===== src/rtl/php_pkg.sv =====
package php_pkg;
    typedef enum logic [1:0] {
        C_RED   = 2'd0,
        C_GREEN = 2'd1,
        C_BLUE  = 2'd2
    } color_e;

    typedef enum logic [2:0] {
        M_ADDR_LO = 3'd0,
        M_ADDR_HI = 3'd1,
        M_PAL     = 3'd2,
        M_CMD     = 3'd3,
        M_STATUS  = 3'd4,
        M_CBUF    = 3'd5,
        M_REV     = 3'd6,
        M_RDINIT  = 3'd7
    } mode_e;

    typedef enum logic {
        PM_WRITE = 1'b0,
        PM_READ  = 1'b1
    } pmode_e;
endpackage


===== src/rtl/php_cs_edge.sv =====
module php_cs_edge
    import php_pkg::*;
(
    input  logic       clk,
    input  logic       rst_n,
    input  logic       cs_n,
    input  logic [2:0] mode_in,
    input  logic       rnw_in,
    output logic       acc,
    output mode_e      mode,
    output logic       rnw
);
    logic cs_q;

    always_ff @(posedge clk) begin
        if (!rst_n) cs_q <= 1'b1;
        else        cs_q <= cs_n;
    end

    always_comb begin
        acc  = cs_q & ~cs_n;
        mode = mode_e'(mode_in);
        rnw  = rnw_in;
    end

    // an enable cycle yields a single access
    assert_single_access_R1: assert property (@(posedge clk) disable iff (!rst_n)
        acc |=> !acc);
endmodule


===== src/rtl/php_rgb_seq.sv =====
module php_rgb_seq
    import php_pkg::*;
(
    input  logic   clk,
    input  logic   rst_n,
    input  logic   clr,
    input  logic   step,
    output color_e sel,
    output logic   last
);
    color_e state_q, state_d;

    always_ff @(posedge clk) begin
        if (!rst_n) state_q <= C_RED;
        else        state_q <= state_d;
    end

    always_comb begin
        state_d = state_q;
        if (clr) begin
            state_d = C_RED;
        end else if (step) begin
            unique case (state_q)
                C_RED:   state_d = C_GREEN;
                C_GREEN: state_d = C_BLUE;
                C_BLUE:  state_d = C_RED;
                default: state_d = C_RED;
            endcase
        end
    end

    always_comb begin
        sel  = state_q;
        last = (state_q == C_BLUE);
    end

    assert_clear_to_red_R3: assert property (@(posedge clk) disable iff (!rst_n)
        clr |=> (sel == C_RED));
    assert_blue_wraps_R4: assert property (@(posedge clk) disable iff (!rst_n)
        (step && !clr && last) |=> (sel == C_RED));
endmodule


===== src/rtl/palette_host_port.sv =====
module palette_host_port
    import php_pkg::*;
#(
    parameter int          ADDR_W = 13,
    parameter int          BYTE_W = 8,
    parameter logic [7:0]  REV_ID = 8'h11
) (
    input  logic                clk,
    input  logic                rst_n,
    input  logic                cs_n,
    input  logic [2:0]          mode_sel,
    input  logic                rd_nwr,
    input  logic [BYTE_W-1:0]   wdata,
    output logic [BYTE_W-1:0]   rdata,
    output logic [BYTE_W-1:0]   cmd_q,
    output logic [ADDR_W-1:0]   pal_rd_addr,
    input  logic [3*BYTE_W-1:0] pal_rd_data,
    output logic                push_valid,
    output logic [ADDR_W-1:0]   push_addr,
    output logic [3*BYTE_W-1:0] push_color
);
    localparam int COLOR_W = 3 * BYTE_W;
    localparam int HI_W    = ADDR_W - BYTE_W;

    logic   acc, rnw;
    mode_e  mode;
    color_e seq;
    logic   seq_last;
    pmode_e pm_q, pm_d;

    logic [ADDR_W-1:0] addr_q;
    logic [BYTE_W-1:0] buf_r, buf_g;
    logic              cbuf_sel;
    logic [BYTE_W-1:0] rd_mux, pal_byte;

    logic acc_wr, acc_rd, wr_lo, wr_hi, addr_wr, pal_wr, pal_rd_ok, seq_step, pm_toggle;

    php_cs_edge u_edge (
        .clk(clk), .rst_n(rst_n), .cs_n(cs_n), .mode_in(mode_sel), .rnw_in(rd_nwr),
        .acc(acc), .mode(mode), .rnw(rnw)
    );

    php_rgb_seq u_seq (
        .clk(clk), .rst_n(rst_n), .clr(addr_wr), .step(seq_step),
        .sel(seq), .last(seq_last)
    );

    always_comb begin
        acc_wr    = acc & ~rnw;
        acc_rd    = acc & rnw;
        wr_lo     = acc_wr & (mode == M_ADDR_LO);
        wr_hi     = acc_wr & (mode == M_ADDR_HI);
        addr_wr   = wr_lo | wr_hi;
        pal_wr    = acc_wr & (mode == M_PAL);
        pal_rd_ok = acc_rd & (mode == M_PAL) & (pm_q == PM_READ);
        seq_step  = pal_wr | pal_rd_ok;
        pm_toggle = acc & (mode == M_RDINIT);
    end

    // access-mode state register
    always_ff @(posedge clk) begin
        if (!rst_n) pm_q <= PM_WRITE;
        else        pm_q <= pm_d;
    end

    always_comb begin
        pm_d = pm_q;
        unique case (pm_q)
            PM_WRITE: if (pm_toggle) pm_d = PM_READ;
            PM_READ:  if (pm_toggle) pm_d = PM_WRITE;
            default:  pm_d = PM_WRITE;
        endcase
    end

    // palette byte selected by sequencer
    always_comb begin
        unique case (seq)
            C_RED:   pal_byte = pal_rd_data[COLOR_W-1 -: BYTE_W];
            C_GREEN: pal_byte = pal_rd_data[2*BYTE_W-1 -: BYTE_W];
            C_BLUE:  pal_byte = pal_rd_data[BYTE_W-1:0];
            default: pal_byte = '0;
        endcase
    end

    always_comb begin
        rd_mux = '0;
        unique case (mode)
            M_ADDR_LO: rd_mux = addr_q[BYTE_W-1:0];
            M_ADDR_HI: rd_mux[HI_W-1:0] = addr_q[ADDR_W-1:BYTE_W];
            M_PAL:     rd_mux = (pm_q == PM_READ) ? pal_byte : '0;
            M_CMD:     rd_mux = cmd_q;
            M_STATUS: begin
                rd_mux[2]   = (pm_q == PM_READ);
                rd_mux[1:0] = seq;
            end
            M_CBUF:    rd_mux = cbuf_sel ? buf_g : buf_r;
            M_REV:     rd_mux = REV_ID[BYTE_W-1:0];
            M_RDINIT:  rd_mux = '0;
            default:   rd_mux = '0;
        endcase
    end

    // output and register process
    always_ff @(posedge clk) begin
        if (!rst_n) begin
            addr_q     <= '0;
            cmd_q      <= '0;
            buf_r      <= '0;
            buf_g      <= '0;
            cbuf_sel   <= 1'b0;
            rdata      <= '0;
            push_valid <= 1'b0;
            push_addr  <= '0;
            push_color <= '0;
        end else begin
            push_valid <= pal_wr & seq_last;
            if (pal_wr && seq_last) begin
                push_addr  <= addr_q;
                push_color <= {buf_r, buf_g, wdata};
            end

            if (wr_lo)
                addr_q[BYTE_W-1:0] <= wdata;
            else if (wr_hi)
                addr_q[ADDR_W-1:BYTE_W] <= wdata[HI_W-1:0];
            else if (seq_step && seq_last)
                addr_q <= addr_q + 1'b1;

            if (acc_wr && mode == M_CMD) cmd_q <= wdata;

            if (pal_wr && seq == C_RED)   buf_r <= wdata;
            if (pal_wr && seq == C_GREEN) buf_g <= wdata;

            if (addr_wr)
                cbuf_sel <= 1'b0;
            else if (acc_rd && mode == M_CBUF)
                cbuf_sel <= ~cbuf_sel;

            if (acc_rd) rdata <= rd_mux;
        end
    end

    always_comb pal_rd_addr = addr_q;

    assert_push_on_blue_R4: assert property (@(posedge clk) disable iff (!rst_n)
        (acc && !rnw && mode == M_PAL && seq == C_BLUE) |=> push_valid);
    assert_push_pulse_R4: assert property (@(posedge clk) disable iff (!rst_n)
        push_valid |=> !push_valid);
    assert_addr_step_R5: assert property (@(posedge clk) disable iff (!rst_n)
        (acc && mode == M_PAL && seq == C_BLUE && (!rnw || pm_q == PM_READ))
        |=> (addr_q == $past(addr_q) + 1'b1));
    assert_rdata_hold_R11: assert property (@(posedge clk) disable iff (!rst_n)
        !(acc && rnw) |=> $stable(rdata));
    assert_cmd_hold_R8: assert property (@(posedge clk) disable iff (!rst_n)
        !(acc && !rnw && mode == M_CMD) |=> $stable(cmd_q));
    assert_no_pal_step_R7: assert property (@(posedge clk) disable iff (!rst_n)
        (acc && rnw && mode == M_PAL && pm_q == PM_WRITE) |=> $stable(seq));
endmodule


===== config.mk =====
export PLATFORM = sky130hd
export DESIGN_NAME = palette_host_port
export DESIGN_NICKNAME = d
export VERILOG_FILES = /design/src/rtl/php_pkg.sv /design/src/rtl/php_cs_edge.sv /design/src/rtl/php_rgb_seq.sv /design/src/rtl/palette_host_port.sv
export SDC_FILE = /design/constraint.sdc
export NUM_CORES = 1
export LEC_CHECK = 0
export CORE_ASPECT_RATIO = 0.5
export CORE_MARGIN = 2
export CORE_UTILIZATION = 30
export CTS_CLUSTER_DIAMETER = 80
export CTS_CLUSTER_SIZE = 16
export DETAILED_ROUTE_END_ITERATION = 8
export REMOVE_ABC_BUFFERS = 1
export SYNTH_ARGS = -nofsm -noshare
export SYNTH_HDL_FRONTEND = slang
export SYNTH_HIERARCHICAL = 1
export SYNTH_SLANG_ARGS = --single-unit

===== constraint.sdc =====
create_clock -name clk -period 2.8 [get_ports clk]
set_clock_uncertainty 0.2 [all_clocks]
set_input_delay 0.42 -clock clk [delete_from_list [all_inputs] [get_ports clk]]
set_output_delay 0.42 -clock clk [all_outputs]
set_load 0.01 [all_outputs]

# Word level (Yosys, flattened, before mapping)
# Index checks and enable logic that the tools add are counted.
op_classes:
  addsub: 1
  n_mul: 0
  div: 0
  magnitude_cmp: 0
  n_eq_ne: 10
  shifts: 0
  muxes: 14
  bitwise: 18
  n_reduce_logical: 13
ops:
  columns: ["operator", "n"]
  rows:
  - ["8-bit two-way mux", 4]
  - ["3-bit one-hot mux with 8 select lines", 1]
  - ["8-bit one-hot mux with 3 select lines", 1]
  - ["13-bit by 1-bit adder with 13-bit output (second input constant)", 1]
  - ["13-bit two-way mux", 1]
  - ["3-bit equality test (second input constant)", 4]
  - ["2-bit one-hot mux with 6 select lines", 1]
  - ["3-bit one-hot mux with 4 select lines", 1]
  - ["1-bit AND", 10]
  - ["3-bit by 2-bit equality test with 1-bit output (second input constant)", 2]
  - ["1-bit logical AND", 6]
  - ["1-bit NOT", 6]
  - ["5-bit two-way mux", 1]
  - ["2-bit one-hot mux with 2 select lines", 1]
  - ["2-bit AND reduction", 2]
  - ["2-bit nonzero test", 2]
  - ["3-bit by 1-bit equality test with 1-bit output (second input constant)", 1]
  - ["3-bit logical NOT", 1]
  - ["2-bit by 1-bit equality test with 1-bit output (second input constant)", 1]
  - ["2-bit equality test (second input constant)", 1]
  - ["2-bit logical NOT", 1]
  - ["1-bit two-way mux", 2]
  - ["2-bit != test (second input constant)", 1]
  - ["1-bit OR", 2]
  - ["other kinds (2)", 2]
totals:
  reg_bits: 88
  latch_bits: 0
  ram_bits: 0
  mem_bits_ro: 0
  out_inout_bits: 67
  memories: 0

# Longest topological paths before layout
# Gate-level depths: netlist of run 1.
depth:
  word_depth: 10
  ltp_mapped: 8
  ltp_nobuf: 6

# By module
# Netlist of run 1, hierarchy kept.
by_module_without_submodules:
  columns: ["module", "instances", "cells_per_inst", "area_per_inst_um2", "seq_area_each_um2"]
  rows:
  - ["palette_host_port", 1, 477, 3877.5, 1701.6]
  - ["php_rgb_seq", 1, 10, 92.6, 40.0]
  - ["php_cs_edge", 1, 7, 62.6, 20.0]

# Worst setup path before layout of run 1
# Ideal clock, no wire load.
synth_timing:
  path_kind: "input-to-reg"
  startpoint: "in cs_n"
  endpoint: "reg buf_r[7]"
  setup_time_ps: 128
  arrival_ps: 1868
  slack_ps: 605
  stages: 6
  path_buffers: 1
  path_cell_list: "nor2b_1 -> or3b_1 -> buf_6 -> nor4_4 -> mux2i_1 -> nor2_1"
synth_via:
  elab_chain_cells: 5
synth_rtl:
  columns: ["element", "line", "text"]
  rows:
  - ["start: declaration", "palette_host_port.sv:10", "input logic cs_n,"]
  - ["1-bit NOT", "php_cs_edge.sv:21", "acc = cs_q & ~cs_n;"]
  - ["1-bit AND", "php_cs_edge.sv:21", null]
  - ["1-bit AND", "palette_host_port.sv:49", "acc_wr = acc & ~rnw;"]
  - ["1-bit AND", "palette_host_port.sv:54", "pal_wr = acc_wr & (mode == M_PAL);"]
  - ["1-bit logical AND", "palette_host_port.sv:131", "if (pal_wr && seq == C_RED) buf_r <= wdata;"]
  - ["end signal: assignment", "palette_host_port.sv:131", null]
  - ["end: declaration", "palette_host_port.sv:32", "logic [BYTE_W-1:0] buf_r, buf_g;"]
# Every way passes these cells.
# A chain may end at the register's enable or synchronous reset.

# Final worst setup path of run 1
layout_timing:
  startpoint: "in cs_n"
  endpoint: "reg buf_g[2]"
layout_via:
  elab_chain_cells: 5
layout_rtl:
  columns: ["element", "line", "text"]
  rows:
  - ["1-bit NOT", "php_cs_edge.sv:21", null]
  - ["1-bit AND", "php_cs_edge.sv:21", null]
  - ["named net acc", "palette_host_port.sv:25", "logic acc, rnw;"]
  - ["1-bit AND", "palette_host_port.sv:49", null]
  - ["1-bit AND", "palette_host_port.sv:54", null]
  - ["1-bit logical AND", "palette_host_port.sv:132", "if (pal_wr && seq == C_GREEN) buf_g <= wdata;"]
  - ["end signal: assignment", "palette_host_port.sv:132", null]
  - ["end: declaration", "palette_host_port.sv:32", null]
# The timed path passes the listed nets, and every way through them passes these cells.

==> results.sh, run 1 <==
export IMPL_status="completed"
export IMPL_worstPathArrival_ns=2.34
export IMPL_fin_ws_ns=0.475
export IMPL_rrSetupSlack_ns=0.65
export IMPL_power_internal_w=0.00201
export IMPL_nNetsFinal=646
export IMPL_cp_end_kind="flop"
export IMPL_clock_insertion_delay_worst_skew_ns=0.35
export IMPL_die_h_um=86.0
export IMPL_dp_worst_setup_slack_ns=0.131
export IMPL_finalCriticalPeriod_ns=2.33
export IMPL_synthArstFlopShare_pct=0
export IMPL_area_delta_synth_final_pct=41.4
export IMPL_clock_sinks=88
export IMPL_root_buffer="clkbuf_16"
export IMPL_synth_seq_cells=88
export IMPL_syn_area_per_cell_um2=8.16
export IMPL_hp_class="reg -> reg"
export IMPL_post_cts_buffers=0
export IMPL_reg2reg_depth=7
export IMPL_cp_required_ns=2.81
export IMPL_power_switching_w=0.000649
export IMPL_synth_area_um2=4030
export IMPL_drc=0
export IMPL_finalSetupViolations=0
export IMPL_ir_worst_vdd_mv=0.258
export IMPL_yosys_warnings=6
export IMPL_seq_area_frac_synth_pct=43.7
export IMPL_syn_inst=494
export IMPL_grt_start_max_net_pins=38
export IMPL_p_total_w=0.00265
export IMPL_cp_max_fo=8
export IMPL_hp_start="push_color[17]"
export IMPL_drt_iter0_drc=388
export IMPL_critical_path_class="in -> reg"
export IMPL_min_to="push_color[17]"
export IMPL_crit_chain="clkdlybuf4s50_1, nor2b_1, or3b_1, nor3_1, nand2_1, buf_4, mux2i_1, nor2_1"
export IMPL_drive_gt1_share_pct=9.33
export IMPL_die_area_um2=14400
export IMPL_first_global_vias=3724
export IMPL_htree_levels=3
export IMPL_fin_setup_tns_ns=0
export IMPL_cellLeakagePower_nw=1.98
export IMPL_ctsHoldBuffers=0
export IMPL_power_frac_seq_pct=47.9
export IMPL_die_w_um=168
export IMPL_placementRows=29
export IMPL_r2r_start="u_edge/cs_q"
export IMPL_grt_antenna_before_repair=0
export IMPL_cpPeakStageDelay_ns=0.54
export IMPL_overflow=0
export IMPL_core_um2=12900
export IMPL_dp_hpwl_um=9140
export IMPL_drv_slew=0
export IMPL_initial_core_util_pct=31.3
export IMPL_tritoncts="yes"
export IMPL_vias_per_cell=4.95
export IMPL_first_pass_iters=5
export IMPL_powerDensity_nw_per_um2=466
export IMPL_synth_main_ff_cell="dfxtp_1"
export IMPL_crit_path_start_kind="input pin"
export IMPL_cts_reportedPaths_clkPinSlew_ns=0.06
export IMPL_synth_edf_count=0
export IMPL_sw_frac_of_total_pct=24.4
export IMPL_power_frac_comb_pct=8.1
export IMPL_hold_depth=2
export IMPL_ant_nets=0
export IMPL_gp_congestion=0.853
export IMPL_hold_viol_final=0
export IMPL_wl_um=12300
export IMPL_relSlewSlack_pct=65.5
export IMPL_rsz0062_at_grt="false"
export IMPL_maxCapViolCount=0
export IMPL_synth_distinct_cells=53
export IMPL_grt_pass1_wl_um=20000
export IMPL_cp_slowest_cell="or3b_1"
export IMPL_num_vias=3869
export IMPL_cts_path_max_buffers=2
export IMPL_cts_resized=0
export IMPL_clkPwrFrac_pct=44.0
export IMPL_utilization_pct=44.3
export IMPL_io_pins=106
export IMPL_antenna_cells=0
export IMPL_wl_per_cell_um=15.7
export IMPL_portBuffers=105
export IMPL_numCtsBuffers=9
export IMPL_gr_usage_all_layers_pct=17.6
export IMPL_fmaxAchievable_mhz=430
export IMPL_worst_pin_slew_ns=0.517
export IMPL_r2r_end="buf_g[2]"
export IMPL_period_share_pct=83.1
[metrics by stage]
step                instances  hold WS [ns]  cell area [um2]
floorplan                 460         0.244             3880
global placement          765         0.241             5420
detailed placement        765         0.246             5420
CTS                       781         0.255             5700
global route              781         0.269             5700
finish                    781         0.252             5700
[sequential cells by signal, indices dropped and copies added (netlist names), 2 cells and up]
| register | count |
|---|---|
| cmd_q | 8 |
| buf_r | 8 |
| buf_g | 8 |
| rdata | 8 |
| push_color | 24 |
| u_seq/sel | 2 |
| pal_rd_addr | 13 |
| push_addr | 13 |
[cells by family after synthesis]
family,synth area share [%]
simple gates,24.2
flops,43.7
mux,10.2
fa+ha+maj,0.310
compound gates,15.3
xor+xnor,1.74
buf+inv,4.53
[power groups by stage]
stage / logic [W] / clock network [W] / registers [W]
floorplan: 0.0000707 / 0 / 0.00130
global placement: 0.000213 / 0 / 0.00130
detailed placement: 0.000213 / 0 / 0.00130
CTS: 0.000214 / 0.00120 / 0.00127
global route: 0.000234 / 0.00125 / 0.00127
finish: 0.000214 / 0.00117 / 0.00127
[metal layers]
metal / GRT usage [%] / wire length, um / share of wire, % / vias to the layer above
li1: - / - / - / 1930
met5: 0 / 0 / 0 / -
met4: 5.22 / 134 / 1.1 / 0
met2: 27.5 / 5420 / 44 / 91
met1: 24.9 / 6070 / 49 / 1836
met3: 3.37 / 648 / 5.3 / 12
[layout by cell type, fill, tap and decap left out, types with 4 or more instances in the layout]
cell type        Yosys  final
or3_1                7      7
nor2_1              55     55
dfxtp_1             88     88
or2_2                4      4
nand2_1             94     94
xor2_1               5      5
inv_1                6      6
o21ai_0             16     16
and3_1               5      5
clkbuf_16            0      9
buf_12               0      4
mux2i_1             41     41
clkdlybuf4s50_1      0    105
nand2b_1             8      8
nand4_1              5      5
buf_4                4     26
a21oi_1             57     57
nor2b_1              6      6
nand3_1             12     12
[critical path, delay by kind of cell]
kind / cells / cell delay [ns]
buf+inv: 2 / 0.63
mux: 1 / 0.16
simple gates: 5 / 1.13
[layout make-up]
type                    instances  area, um2
well taps                     170        213
clock inverters                 6       48.8
inverters                       7       26.3
multi-input cells             365       2090
fillers                      1287       7180
clock buffers                  10        239
repair buffers                135       1330
flip-flops and latches         88       1760
[cells in the mapped netlist (2+ instances only)]
| master | number | share of area, % |
|---|---|---|
| a211oi_1 | 3 | 0.56 |
| a21oi_1 | 57 | 7.1 |
| a221oi_1 | 3 | 0.65 |
| a22oi_1 | 3 | 0.56 |
| a2bb2oi_1 | 3 | 0.65 |
| a311oi_1 | 3 | 0.65 |
| a31oi_1 | 2 | 0.31 |
| and3_1 | 5 | 0.78 |
| buf_1 | 5 | 0.47 |
| buf_2 | 5 | 0.62 |
| buf_4 | 4 | 0.74 |
| clkbuf_1 | 19 | 1.8 |
| dfxtp_1 | 88 | 44 |
| inv_1 | 6 | 0.56 |
| mux2i_1 | 41 | 10 |
| nand2_1 | 94 | 8.7 |
| nand2b_1 | 8 | 1.2 |
| nand3_1 | 12 | 1.5 |
| nand4_1 | 5 | 0.78 |
| nor2_1 | 55 | 5.1 |
| nor2b_1 | 6 | 0.93 |
| nor3_1 | 2 | 0.25 |
| nor3b_1 | 2 | 0.37 |
| o211ai_1 | 3 | 0.56 |
| o21ai_0 | 16 | 2.0 |
| or2_2 | 4 | 0.62 |
| or3_1 | 7 | 1.1 |
| or3b_1 | 2 | 0.43 |
| xnor2_1 | 3 | 0.65 |
| xor2_1 | 5 | 1.1 |
[worst max-delay path by stage]
| stage | depth (start not counted) | from | to | slack (ns) |
|---|---|---|---|---|
| floorplan | 4 | u_seq/sel[1] | push_addr[0] | 0.40 |
| global placement | 8 | cs_n | buf_g[0] | 0.17 |
| detailed placement | 8 | cs_n | buf_g[1] | 0.13 |
| CTS | 8 | cs_n | buf_g[0] | 0.49 |
| global route | 8 | cs_n | buf_g[1] | 0.35 |
| finish | 8 | cs_n | buf_g[2] | 0.47 |
(Power assumes the default switching activity.)
==> run 2: changes to the inputs <==
==> constraint.sdc (replaced) <==
create_clock -name clk -period 2.1 [get_ports clk]
set_clock_uncertainty 0.2 [all_clocks]
set_input_delay 0.315 -clock clk [delete_from_list [all_inputs] [get_ports clk]]
set_output_delay 0.315 -clock clk [all_outputs]
set_load 0.01 [all_outputs]
==> run 2 against run 1 <==
Compared with the run above:
- global-route usage is 0.77 points higher
- register-to-register slack worse by 0.51 ns
- critical path type unchanged
- sequential power is 33% higher
- sequential cell count stayed put
- first-iteration DRC count is 30% lower
- non-clock buffer count is 35 higher
- critical path depth is 1 lower
- sequential share of layout area is 1.9 points lower
- die area stayed put
- clock power is 44% higher
- highest routed layer unchanged
==> results.sh, run 2 (same netlist as run 1, synthesis figures left out) <==
export IMPL_grt_pass1_wl_um=21000
export IMPL_numCtsBuffers=9
export IMPL_die_w_um=168
export IMPL_finalSetupViolations=0
export IMPL_die_area_um2=14400
export IMPL_portBuffers=105
export IMPL_min_to="u_edge/cs_q"
export IMPL_vias_per_cell=4.87
export IMPL_gp_congestion=0.854
export IMPL_final_common_cell="clkdlybuf4s50_1"
export IMPL_cpPeakStageDelay_ns=0.40
export IMPL_critical_path_class="in -> reg"
export IMPL_drc=0
export IMPL_sw_frac_of_total_pct=23.8
export IMPL_fin_ws_ns=0.0637
export IMPL_finalCriticalPeriod_ns=2.04
export IMPL_worst_pin_slew_ns=0.435
export IMPL_r2r_start="u_edge/cs_q"
export IMPL_cellLeakagePower_nw=2.22
export IMPL_power_switching_w=0.000883
export IMPL_hp_start="cs_n"
export IMPL_drv_slew=0
export IMPL_hold_viol_final=0
export IMPL_regMostFlops="push_color"
export IMPL_wl_per_cell_um=15.7
export IMPL_cp_max_fo=11
export IMPL_cp_required_ns=2.14
export IMPL_largest_reg_flops=24
export IMPL_postPlaceCellArea_um2=5690
export IMPL_cts_path_max_buffers=2
export IMPL_num_vias=3976
export IMPL_antenna_cells=0
export IMPL_wl_um=12800
export IMPL_post_place_cells=796
export IMPL_rrSetupSlack_ns=0.14
export IMPL_area_delta_synth_final_pct=50.7
export IMPL_core_um2=12900
export IMPL_power_internal_w=0.00282
export IMPL_final_area_um2=6080
export IMPL_first_pass_iters=5
export IMPL_placementRows=29
export IMPL_grt_antenna_before_repair=0
export IMPL_ant_nets=0
export IMPL_crit_chain="clkdlybuf4s50_1, buf_4, and4bb_1, and2_4, nand3_4, or3_1, a311oi_1"
export IMPL_period_share_pct=97.0
export IMPL_overflow=0
export IMPL_root_buffer="clkbuf_16"
export IMPL_cp_slowest_cell="clkdlybuf4s50_1"
export IMPL_tritoncts="yes"
export IMPL_status="completed"
export IMPL_grt_start_max_net_pins=38
export IMPL_fillers=1237
export IMPL_drive_gt1_share_pct=15.5
export IMPL_hp_class="in -> reg"
export IMPL_final_cell_mix="102 x clkdlybuf4s50_1, 94 x nand2_1, 86 x dfxtp_1"
export IMPL_io_pins=106
export IMPL_hold_depth=2
export IMPL_power_frac_comb_pct=8.8
export IMPL_maxCapViolCount=0
export IMPL_cts_reportedPaths_clkPinSlew_ns=0.06
export IMPL_powerDensity_nw_per_um2=610
export IMPL_instances_no_fill=816
export IMPL_ctsHoldBuffers=0
export IMPL_gr_usage_all_layers_pct=18.4
export IMPL_cp_end_kind="flop"
export IMPL_worstPathArrival_ns=2.08
export IMPL_crit_path_start_kind="input pin"
export IMPL_clock_insertion_delay_worst_skew_ns=0.34
export IMPL_clock_sinks=88
export IMPL_initial_core_util_pct=31.3
export IMPL_r2r_end="pal_rd_addr[11]"
export IMPL_dp_worst_setup_slack_ns=-0.439
export IMPL_clkPwrFrac_pct=45.5
export IMPL_die_h_um=86.0
export IMPL_fmaxAchievable_mhz=491
export IMPL_power_frac_seq_pct=45.7
export IMPL_nNetsFinal=681
export IMPL_dp_hpwl_um=9590
export IMPL_first_global_vias=3825
export IMPL_relSlewSlack_pct=70.9
export IMPL_htree_levels=3
export IMPL_reg2reg_depth=7
export IMPL_drt_iter0_drc=270
export IMPL_ir_worst_vdd_mv=0.413
[run 2: cell types whose count changed in the layout (fill, tap and decap cells not counted), moves of 2 or more]
cell / change
buf_12: +3
dlymetal6s2s_1: +2
buf_4: +31
dfxtp_2: +2
clkdlybuf4s50_1: -3
dfxtp_1: -2
[run 2: how the worst max path moves through the flow]
stage	start	end	cells after the start
floorplan	u_seq/sel[1]	push_addr[0]	4
global placement	mode_sel[1]	rdata[0]	8
detailed placement	cs_n	pal_rd_addr[11]	9
CTS	mode_sel[0]	rdata[0]	8
global route	pal_rd_addr[1]	pal_rd_addr[12]	6
finish	mode_sel[2]	pal_rd_addr[11]	7
[run 2: critical path: cells and delay by family]
kind            cells  cell delay, ns
compound gates      1            0.27
buf+inv             2            0.58
simple gates        4            0.91
[run 2: repair_timing]
action	4_1_cts	5_1_grt
setup buffers	3	2
endpoints found under the setup margin	19	22
gates resized for setup	5	11
pin swaps	3	4
[run 2: power groups by stage]
| stage | logic [W] | registers [W] | clock network, W |
|---|---|---|---|
| after floorplan | 0.0000943 | 0.00173 | 0 |
| after global placement | 0.000314 | 0.00173 | 0 |
| after detailed placement | 0.000317 | 0.00173 | 0 |
| after CTS | 0.000323 | 0.00169 | 0.00172 |
| after global routing | 0.000352 | 0.00169 | 0.00179 |
| final | 0.000326 | 0.00169 | 0.00169 |
[run 2: layout make-up]
type	instances	area, um2	area share [%]
Multi-Input combinational cell	365	2130	35.0
Sequential cell	88	1760	29.0
Timing Repair Buffer	170	1630	26.9
Clock buffer	10	239	3.93
Tap cell	170	213	3.50
Clock inverter	6	73.8	1.21
Inverter	7	26.3	0.432
[run 2: per-stage QoR]
stage                     hold WS, ns  utilization (%)  power (W)   TNS, ns
after floorplan                 0.188                -    0.00183    -11.98
after global placement          0.243             44.1    0.00205    -17.35
after detailed placement        0.247             44.1    0.00205    -17.13
after CTS                      0.0977             46.8    0.00373         0
after global routing            0.174             47.2    0.00383  -0.00464
final                           0.176             47.2    0.00371         0
[run 2: routing by layer]
layer / global-route usage [%] / share of wire, % / vias up
li1: - / - / 2001
met1: 26.7 / 50 / 1879
met2: 29.1 / 45 / 90
met3: 3.14 / 4.8 / 6
met4: 3.32 / 0.46 / 0
met5: 0 / 0 / -
